==> config.mk <==
export PLATFORM = sky130hd
export DESIGN_NAME = sirq_ctrl
export DESIGN_NICKNAME = d
export VERILOG_FILES = /design/src/rtl/sirq_pkg.sv /design/src/rtl/sirq_sync.sv /design/src/rtl/sirq_detect.sv /design/src/rtl/sirq_regs.sv /design/src/rtl/sirq_ctrl.sv
export SDC_FILE = /design/constraint.sdc
export NUM_CORES = 1
export LEC_CHECK = 0
export ABC_AREA = 1
export BUFFER_PORTS_ARGS = -buffer_cell sky130_fd_sc_hd__buf_2
export CORE_UTILIZATION = 30
export CTS_BUF_LIST = sky130_fd_sc_hd__clkbuf_4 sky130_fd_sc_hd__clkbuf_8 sky130_fd_sc_hd__clkbuf_16
export DETAILED_ROUTE_END_ITERATION = 7
export PLACE_DENSITY = 0.75
export REMOVE_ABC_BUFFERS = 1
export SLEW_MARGIN = 20
export SYNTH_ARGS = -nofsm -noshare
export SYNTH_HDL_FRONTEND = slang
export SYNTH_HIERARCHICAL = 1
export SYNTH_SLANG_ARGS = --single-unit
==> constraint.sdc <==
create_clock -name clk -period 1.03 [get_ports clk]
set_input_delay 0.1545 -clock clk [delete_from_list [all_inputs] [get_ports clk]]
set_output_delay 0.1545 -clock clk [all_outputs]
set_load 0.1 [all_outputs]
==> src/rtl/sirq_pkg.sv <==
package sirq_pkg;

    localparam int unsigned REG_W = 32;

    // Trigger selection, encoded as software writes it
    typedef enum logic [1:0] {
        TRIG_LVL_LO = 2'd0,
        TRIG_FALL   = 2'd1,
        TRIG_LVL_HI = 2'd2,
        TRIG_RISE   = 2'd3
    } trig_e;

    // Byte offsets of the three registers
    typedef struct packed {
        logic [7:0] ctrl;
        logic [7:0] pend;
        logic [7:0] en;
    } reg_map_t;

    // One-hot register select decoded from the address
    typedef struct packed {
        logic ctrl;
        logic pend;
        logic en;
    } reg_sel_t;

    function automatic reg_map_t map_of(input int unsigned layout);
        reg_map_t m;
        case (layout)
            1:       m = '{ctrl: 8'h00, pend: 8'h04, en: 8'h34};
            2:       m = '{ctrl: 8'h0C, pend: 8'h10, en: 8'h40};
            default: m = '{ctrl: 8'h00, pend: 8'h04, en: 8'h08};
        endcase
        return m;
    endfunction

    // Event condition for the current and previous synchronized samples
    function automatic logic trig_hit(input trig_e mode, input logic cur, input logic prev);
        logic hit;
        case (mode)
            TRIG_LVL_LO: hit = !cur;
            TRIG_FALL:   hit = prev && !cur;
            TRIG_LVL_HI: hit = cur;
            default:     hit = !prev && cur;
        endcase
        return hit;
    endfunction

endpackage

==> src/rtl/sirq_sync.sv <==
module sirq_sync #(
    parameter int unsigned STAGES   = 2,
    parameter logic        IDLE_VAL = 1'b1
) (
    input  logic clk,
    input  logic rst,
    input  logic pin_in,
    output logic cur,
    output logic prev
);
    localparam int unsigned TOP = STAGES - 1;

    logic [STAGES-1:0] chain_q;
    logic              prev_q;

    always_ff @(posedge clk) begin
        if (rst) begin
            chain_q <= {STAGES{IDLE_VAL}};
            prev_q  <= IDLE_VAL;
        end else begin
            chain_q <= {chain_q[STAGES-2:0], pin_in};
            prev_q  <= chain_q[TOP];
        end
    end

    assign cur  = chain_q[TOP];
    assign prev = prev_q;

    // Edge-history sample trails the output stage by exactly one cycle
    AST_PREV_TRAILS: assert property (@(posedge clk) disable iff (rst)
        1'b1 |=> (prev == $past(cur))) else $error("prev sample lag");

endmodule

==> src/rtl/sirq_detect.sv <==
module sirq_detect
    import sirq_pkg::*;
(
    input  trig_e mode,
    input  logic  cur,
    input  logic  prev,
    output logic  evt
);
    always_comb begin
        evt = trig_hit(mode, cur, prev);
    end
endmodule

==> src/rtl/sirq_regs.sv <==
module sirq_regs
    import sirq_pkg::*;
#(
    parameter int unsigned LAYOUT = 0,
    parameter int unsigned ADDR_W = 8
) (
    input  logic              clk,
    input  logic              rst,
    input  logic [ADDR_W-1:0] bus_addr,
    input  logic              bus_we,
    input  logic [REG_W-1:0]  bus_wdata,
    input  logic              evt,
    output trig_e             mode,
    output logic              pend,
    output logic              en,
    output logic [REG_W-1:0]  rdata
);
    localparam reg_map_t MAP = map_of(LAYOUT);

    reg_sel_t sel;
    trig_e    mode_q;
    logic     pend_q;
    logic     en_q;
    logic     ack_w;
    logic     unused_wdata;

    assign unused_wdata = &{1'b0, bus_wdata[REG_W-1:2]};

    always_comb begin
        sel.ctrl = (bus_addr == ADDR_W'(MAP.ctrl));
        sel.pend = (bus_addr == ADDR_W'(MAP.pend));
        sel.en   = (bus_addr == ADDR_W'(MAP.en));
    end

    assign ack_w = bus_we && sel.pend && bus_wdata[0];

    always_ff @(posedge clk) begin
        if (rst) begin
            mode_q <= TRIG_LVL_LO;
            en_q   <= 1'b0;
            pend_q <= 1'b0;
        end else begin
            if (bus_we && sel.ctrl) mode_q <= trig_e'(bus_wdata[1:0]);
            if (bus_we && sel.en)   en_q   <= bus_wdata[0];
            if (evt)                pend_q <= 1'b1;
            else if (ack_w)         pend_q <= 1'b0;
        end
    end

    always_comb begin
        rdata = '0;
        if (sel.ctrl) rdata[1:0] = mode_q;
        if (sel.pend) rdata[0]   = pend_q;
        if (sel.en)   rdata[0]   = en_q;
    end

    assign mode = mode_q;
    assign pend = pend_q;
    assign en   = en_q;

    AST_ACK_CLEARS: assert property (@(posedge clk) disable iff (rst)
        (ack_w && !evt) |=> !pend_q) else $error("ack did not clear");
    AST_EVENT_WINS: assert property (@(posedge clk) disable iff (rst)
        evt |=> pend_q) else $error("event lost");
    AST_PEND_HOLDS: assert property (@(posedge clk) disable iff (rst)
        (!evt && !ack_w) |=> $stable(pend_q)) else $error("pending moved");
    AST_MODE_STABLE: assert property (@(posedge clk) disable iff (rst)
        !(bus_we && sel.ctrl) |=> $stable(mode_q)) else $error("mode moved");

endmodule

==> src/rtl/sirq_ctrl.sv <==
module sirq_ctrl
    import sirq_pkg::*;
#(
    parameter int unsigned LAYOUT      = 0,
    parameter int unsigned ADDR_W      = 8,
    parameter int unsigned SYNC_STAGES = 2
) (
    input  logic              clk,
    input  logic              rst,
    input  logic [ADDR_W-1:0] bus_addr,
    input  logic              bus_we,
    input  logic [31:0]       bus_wdata,
    output logic [31:0]       bus_rdata,
    input  logic              pin_in,
    output logic              irq_out
);
    localparam reg_map_t MAP     = map_of(LAYOUT);
    localparam logic     PIN_IDLE = 1'b1;

    logic  s_cur;
    logic  s_prev;
    logic  evt;
    trig_e mode;
    logic  pend;
    logic  en;

    sirq_sync #(.STAGES(SYNC_STAGES), .IDLE_VAL(PIN_IDLE)) u_sync (
        .clk   (clk),
        .rst   (rst),
        .pin_in(pin_in),
        .cur   (s_cur),
        .prev  (s_prev)
    );

    sirq_detect u_detect (
        .mode(mode),
        .cur (s_cur),
        .prev(s_prev),
        .evt (evt)
    );

    sirq_regs #(.LAYOUT(LAYOUT), .ADDR_W(ADDR_W)) u_regs (
        .clk      (clk),
        .rst      (rst),
        .bus_addr (bus_addr),
        .bus_we   (bus_we),
        .bus_wdata(bus_wdata),
        .evt      (evt),
        .mode     (mode),
        .pend     (pend),
        .en       (en),
        .rdata    (bus_rdata)
    );

    assign irq_out = pend && en;

    AST_MASK_DROPS: assert property (@(posedge clk) disable iff (rst)
        (bus_we && bus_addr == ADDR_W'(MAP.en) && !bus_wdata[0]) |=> !irq_out)
        else $error("mask write left request high");

endmodule

### After elaboration in Yosys (flattened, before gate mapping)

Cells that the tools add are included.
Widths: inputs -> output; s select.

* bits of input ports: 44
* bits in registers: 7
* logic and storage cells: 27

* reductions and logical operators: 12
* eq/ne operators: 4
* muxes and demuxes: 6

Operators by type and width (number)
* $eq 8x3->1 const B: 1
* $eq 8x4->1 const B: 1
* $logic_not 8->1: 1
* $logic_and 1x1->1: 7
* $mux 1: 4
* $pmux 1 s3: 1
* $eq 2x1->1 const B: 1
* $eq 2x2->1 const B: 1
* $logic_not 1->1: 2
* $logic_not 2->1: 1
* $mux 2: 1
* $reduce_bool 2->1: 1

### Logic depth before layout (Yosys ltp)

Gate-level depths: netlist of run 1.

* word-level depth: 5
* gate-level depth with buffers: 6

### Hierarchy

The synthesis of run 1 kept the hierarchy.

By module, submodules not included
* sirq_regs: instances 1, area an instance 505.5 um^2, sequential area each 80.1 um^2, cells an instance 77
* sirq_sync: instances 1, area an instance 88.8 um^2, sequential area each 60.1 um^2, cells an instance 10
* sirq_detect: instances 1, area an instance 33.8 um^2, sequential area each 0.0 um^2, cells an instance 9
* sirq_ctrl: instances 1, area an instance 7.5 um^2, sequential area each 0.0 um^2, cells an instance 2

### Worst setup path after synthesis of run 1

OpenSTA, ideal clock, no wires.

* path type: input port to output port
* start point: in bus_addr[7]
* end point: out bus_rdata[1]
* path buffers: 0
* data required time: 0.876 ns
* path slack: -1.740 ns
* cell stages on the path: 3
* data arrival time: 2.616 ns
* path through: nor2_1 > nand2_2 > nor3b_1

* cells in the longest elaborated chain, start to end: 2

RTL lines
* from (decl): line sirq_ctrl.sv:10 `input logic [ADDR_W-1:0] bus_addr,`
* $logic_not 8->1: line sirq_regs.sv:30 `sel.ctrl = (bus_addr == ADDR_W'(MAP.ctrl));`
* $mux 2: line sirq_regs.sv:52 `if (sel.ctrl) rdata[1:0] = mode_q;`
* to (decl): line sirq_ctrl.sv:13 `output logic [31:0] bus_rdata,`

No other way between the ends.

### Worst setup path in the final report of run 1

* start point: reg u_regs.mode_q[1], in the netlist u_regs/mode[1]
* end point: out bus_rdata[1]

* cells in the longest elaborated chain, start to end: 1

RTL lines
* from (decl): line sirq_regs.sv:21 `trig_e mode_q;`
* from (signal assigned): line sirq_regs.sv:43 `if (bus_we && sel.ctrl) mode_q <= trig_e'(bus_wdata[1:0]);`
* $mux 2: line sirq_regs.sv:52

No other way between the ends.

==> flow_metrics.py, run 1 <==
metrics = {
    "setup_path": {
        "worstPathCellList": "nor3b_2 -> buf_4 -> buf_12",
        "critPathSlowestCell": "dfxtp_2",
        "worstPathMaxFanout": 2,
        "start_kind": "flip-flop",
        "end_kind": "output pin",
        "cp.arrival_ns": 1.05,
        "worst_ep_required_time_ns": 0.88,
        "critPathMaxStageDelay_ns": 0.32,
        "criticalPathCategory": "reg2out",
    },
    "run_status": {
        "status": "complete, but fails checks",
        "violations": "setup timing",
    },
    "detailed_routing": {
        "drt-total-wl_um": 952,
        "ant_nets": 0,
        "drc_errors": 0,
        "drt_iter0_drc": 8,
        "drt-pass1-iter-count": 4,
        "post_drt_wl_per_cell_um": 6.30,
        "vias": 538,
        "viasPerCell": 3.56,
    },
    "grt": {
        "grt_pass1_vias": 414,
        "grt_pass1_wl_mm": 1.51,
        "grt_max_degree": 8,
        "track_usage": 0.0998,
        "antenna_found_initial": 0,
        "grt.overflow.total": 0,
    },
    "sta": {
        "whs_ns": 0.0811,
        "finalWorstSetupSlack_ns": -0.171,
        "layout_worst_path_cycle_share": 1.17,
        "rsz0062_at_grt": "true",
        "clock_skew_ns": 0.00419,
        "max_freq_mhz": 833,
        "post-route-min-period_ns": 1.20,
        "drv_slew": 0,
        "hold_violations": 0,
        "report.final.setup_viol": 2,
    },
    "finish": {
        "insertedDiodeCount": 0,
        "layout-drive-gt1-share": 0.371,
        "mostFrequentLayoutCell": "conb_1",
        "layout_common_cells": "conb_1 (30), nand2_1 (16), inv_1 (14), buf_2 (13), buf_4 (7)",
        "layoutNonFillerInstCount": 151,
        "area_delta_synth_final_pct": 26.4,
        "fin_nets": 169,
    },
    "pwr": {
        "ir_drop_v": 0.000582,
        "power.leakage_nw": 0.471,
        "powerDensity_nw_per_um2": 1390,
    },
    "die": {
        "dieWidth_um": 48.0,
        "io_pins": 77,
        "start_util": 0.321,
        "fp-row-count": 16,
        "fp.dieArea_um2": 2310,
        "core_um2": 1980,
        "die_h_um": 48.0,
    },
    "place": {
        "dp.cells": 145,
        "dp_hpwl_um": 776,
        "gp_congestion": 0.757,
        "io_buffers": 16,
    },
    "cts": {
        "clockRootBuffer": "clkbuf_4",
        "clkTransAtPathRegs_ns": 0.05,
        "cts_tree": "built",
        "clock_latency_ns": 0.25,
        "h-tree-depth": 1,
        "clockBufferDepth": 2,
        "cts_made_buffers": 3,
        "cts_sinks": 7,
    },
    "synth": {
        "ys_top_cells_by_area": "buf_4 (35%), dfxtp_1 (22%), nand2_1 (11%)",
        "synth-seq-area-share": 0.220,
        "synthDominantCellAreaShare": 0.354,
        "netlist.top_cell.by_area": "buf_4",
        "netlist_instances": 98,
        "synth.avg_cell_area_um2": 6.49,
        "syn_area_um2": 636,
        "yosys_warnings": 6,
        "ys_types": 14,
        "ys_ff_latch": 7,
    },
    "job": {
        "drv_cap": 0,
    },
    "hold_path": {
        "hold_class": "in2reg",
    },
}
## state kept, by name (all words and copies together) (netlist names)
register / flops
u_regs/en: 1
u_regs/mode: 2
u_regs/pend: 1
u_sync/chain_q: 2
u_sync/prev: 1
## kinds of logic (layout without fill, tap and decap cells)
| family | Yosys count | count (layout) | synth area share |
|---|---|---|---|
| buf+inv | 47 | 44 | 0.455 |
| compound gates | 4 | 4 | 0.0315 |
| flops | 7 | 7 | 0.220 |
| simple gates | 39 | 39 | 0.287 |
| other cells | 1 | 30 | 0.00590 |
## metal layers
layer | track usage | vias up | part of all wire
met2 | 0.203 | 28 | 0.52
met4 | 0.0333 | 0 | 0.0053
met3 | 0.0453 | 2 | 0.085
met5 | 0 | - | 0
met1 | 0.0826 | 225 | 0.39
li1 | - | 283 | -
## stage by stage
stage                     area [um2]  total power [W]  setup TNS (ns)  utilization  setup WS, ns
after floorplan                  519         0.000794           -2.27            -         -1.74
after global placement           716         0.000831          -0.257        0.361        -0.141
after detailed placement         716         0.000832          -0.329        0.361        -0.188
after CTS                        791          0.00112          -0.282        0.399        -0.178
after global routing             803          0.00117          -0.387        0.405        -0.211
final                            803          0.00112          -0.246        0.405        -0.171
## synthesized netlist by cell type
| cell type | number |
|---|---|
| nand2_2 | 2 |
| a21oi_1 | 4 |
| dfxtp_1 | 7 |
| nand3_1 | 7 |
| nor2_4 | 1 |
| inv_1 | 15 |
| nand2_1 | 18 |
| buf_4 | 30 |
| nor2_1 | 7 |
| inv_2 | 2 |
| nor3b_1 | 1 |
| nand3_2 | 1 |
| nor2_2 | 2 |
| conb_1 | 1 |
## critical path, delay by kind of cell, from the launching register on
kind | cells | cell delay, ns
flip-flops | 1 | 0.32
buffers and inverters | 2 | 0.30
AND/OR/NAND/NOR | 1 | 0.17
## path summary, 6_finish.rpt
kind                           from                 to  slack (ns)  depth (start not counted)
setup / recovery     u_regs/mode[1]       bus_rdata[1]       -0.17                          3
hold / removal               pin_in  u_sync/chain_q[0]        0.08                          3
setup reg to reg     u_regs/mode[1]        u_regs/pend        0.17                          6
hold reg to reg   u_sync/chain_q[0]  u_sync/chain_q[1]        0.41                          2
## cell type report
| cell class | count | area, um2 |
|---|---|---|
| Clock buffer | 4 | 30.0 |
| Multi-Input combinational cell | 73 | 353 |
| Fill cell | 220 | 1180 |
| Tap cell | 27 | 33.8 |
| Timing Repair Buffer | 23 | 178 |
| Inverter | 17 | 63.8 |
| Sequential cell | 7 | 145 |
## power by group
group	internal (W)	switching (W)
Combinational	0.0000368	0.000520
Clock	0.000174	0.000103
Sequential	0.000279	0.00000405
## what timing repair did
item                                    in CTS  in global routing
hold buffers                                 0                  0
resized for setup                           10                  4
endpoints found under the setup margin       3                  3
setup buffers                                2                  0
pin swaps                                    5                  3
endpoints found under the hold margin        0                  0
(Power assumes the default switching activity.)
==> inputs of run 2 (changes only) <==
PLACE_DENSITY = 0.8   (was 0.75)
==> run 2 against run 1 <==
  * The flow still finishes with violations (setup timing)
  * Register-to-register slack barely moved
  * Via count fell by 5.4%
  * Clock power fell by 5%
  * Core utilization fell by 0.13 points
  * Critical path depth did not move
  * Setup slack improved by 0.040 ns
  * Cell area fell by 0.31%
  * Critical endpoint unchanged
==> flow_metrics.py, run 2 (synthesis gave the netlist of run 1 again) <==
metrics = {
    "setup_path": {
        "criticalPathCategory": "reg2out",
        "worstPathMaxFanout": 2,
        "cp.arrival_ns": 1.01,
        "start_kind": "flip-flop",
        "end_kind": "output pin",
        "worst_ep_required_time_ns": 0.88,
    },
    "die": {
        "start_util": 0.321,
        "dieWidth_um": 48.0,
        "fp-row-count": 16,
        "io_pins": 77,
        "core_um2": 1980,
        "die_h_um": 48.0,
        "fp.dieArea_um2": 2310,
    },
    "grt": {
        "antenna_found_initial": 0,
        "grt_pass1_wl_mm": 1.45,
        "grt.overflow.total": 0,
        "track_usage": 0.0915,
        "grt_pass1_vias": 357,
        "grt_max_degree": 8,
    },
    "finish": {
        "layoutNonFillerInstCount": 149,
        "fin_nets": 167,
        "layout-drive-gt1-share": 0.361,
        "insertedDiodeCount": 0,
        "area_delta_synth_final_pct": 26.0,
        "mostFrequentLayoutCell": "conb_1",
        "finalInstanceArea_um2": 801,
        "layout_common_cells": "conb_1 (30), nand2_1 (17), inv_1 (14), buf_2 (13)",
    },
    "detailed_routing": {
        "wl_met3_um": 83,
        "wl_met1_um": 387,
        "drt-pass1-iter-count": 4,
        "viasPerCell": 3.42,
        "post_drt_wl_per_cell_um": 6.30,
        "drc_errors": 0,
        "vias": 509,
        "met2_wirelength_um": 468,
        "ant_nets": 0,
        "top_layer_used": "met3",
        "drt_iter0_drc": 8,
        "drt-total-wl_um": 939,
    },
    "cts": {
        "cts_tree": "built",
        "clock_latency_ns": 0.24,
        "clkTransAtPathRegs_ns": 0.05,
        "h-tree-depth": 1,
        "cts_made_buffers": 3,
        "clockRootBuffer": "clkbuf_4",
        "cts_sinks": 7,
        "clockBufferDepth": 2,
    },
    "sta": {
        "clock_skew_ns": 0.00253,
        "post-route-min-period_ns": 1.16,
        "whs_ns": 0.0828,
        "rsz0062_at_grt": "true",
        "layout_worst_path_cycle_share": 1.13,
        "report.final.setup_viol": 2,
        "max_freq_mhz": 861,
        "hold_violations": 0,
        "finalWorstSetupSlack_ns": -0.131,
        "fin_setup_tns_ns": -0.221,
        "drv_slew": 0,
    },
    "place": {
        "dp_hpwl_um": 772,
        "dp.cells": 143,
        "gp_congestion": 0.667,
        "placed_area_um2": 701,
        "io_buffers": 16,
    },
    "pwr": {
        "powerDensity_nw_per_um2": 1380,
        "ir_drop_v": 0.000789,
        "power.leakage_nw": 0.469,
    },
    "run_status": {
        "violations": "setup timing",
        "status": "complete, but fails checks",
    },
    "job": {
        "drv_cap": 0,
    },
    "hold_path": {
        "hold_class": "in2reg",
    },
}
run 2: what timing repair did:
| action | 4_1_cts | 5_1_grt |
|---|---|---|
| endpoints found under the setup margin | 3 | 3 |
| buffers inserted | 1 | 1 |
| pin swaps | 2 | 3 |
| hold buffers | 0 | 0 |
| gates resized for setup | 12 | 4 |
run 2: final cells by class:
class / instances / area [um2]
fill: 219 / 1180
timing repair buffer: 21 / 163
sequential: 7 / 145
tap: 27 / 33.8
inverter: 17 / 63.8
clock buffer: 4 / 30.0
multi-input combinational: 73 / 365
run 2: power breakdown:
| part | switching, W | total, W | internal (W) | leakage [nW] |
|---|---|---|---|---|
| Sequential | 0.00000411 | 0.000283 | 0.000279 | 0.0591 |
| Clock | 0.0000894 | 0.000263 | 0.000173 | 0.0184 |
| Combinational | 0.000523 | 0.000559 | 0.0000364 | 0.392 |
| Total | 0.000616 | 0.00110 | 0.000489 | 0.469 |
run 2: path summary, 6_finish.rpt:
kind                                        start                 to  slack (ns)  cells after the start
worst max-delay path               u_regs/mode[1]       bus_rdata[1]       -0.13                      3
worst min register to register  u_sync/chain_q[0]  u_sync/chain_q[1]        0.41                      2
worst min-delay path                       pin_in  u_sync/chain_q[0]        0.08                      3
worst max register to register     u_regs/mode[1]        u_regs/pend        0.17                      6
run 2: layer usage:
| metal | GRT usage | up-vias |
|---|---|---|
| met5 | 0 | - |
| met4 | 0 | 0 |
| met3 | 0.0491 | 0 |
| met2 | 0.149 | 26 |
| met1 | 0.114 | 206 |
| li1 | - | 277 |
run 2: worst max-delay path: stages, from the launching register on:
cell	delay (ns)
dfxtp_2	0.32
nor3b_2	0.15
buf_4	0.14
buf_12	0.16
run 2: stage by stage:
stage | total power (W) | worst slack (ns) | utilization
6_report | 0.00110 | -0.131 | 0.404
2_1_floorplan | 0.000794 | -1.74 | -
3_3_place_gp | 0.000829 | -0.162 | 0.354
5_1_grt | 0.00116 | -0.201 | 0.404
3_5_place_dp | 0.000830 | -0.165 | 0.354
4_1_cts | 0.00111 | -0.150 | 0.390
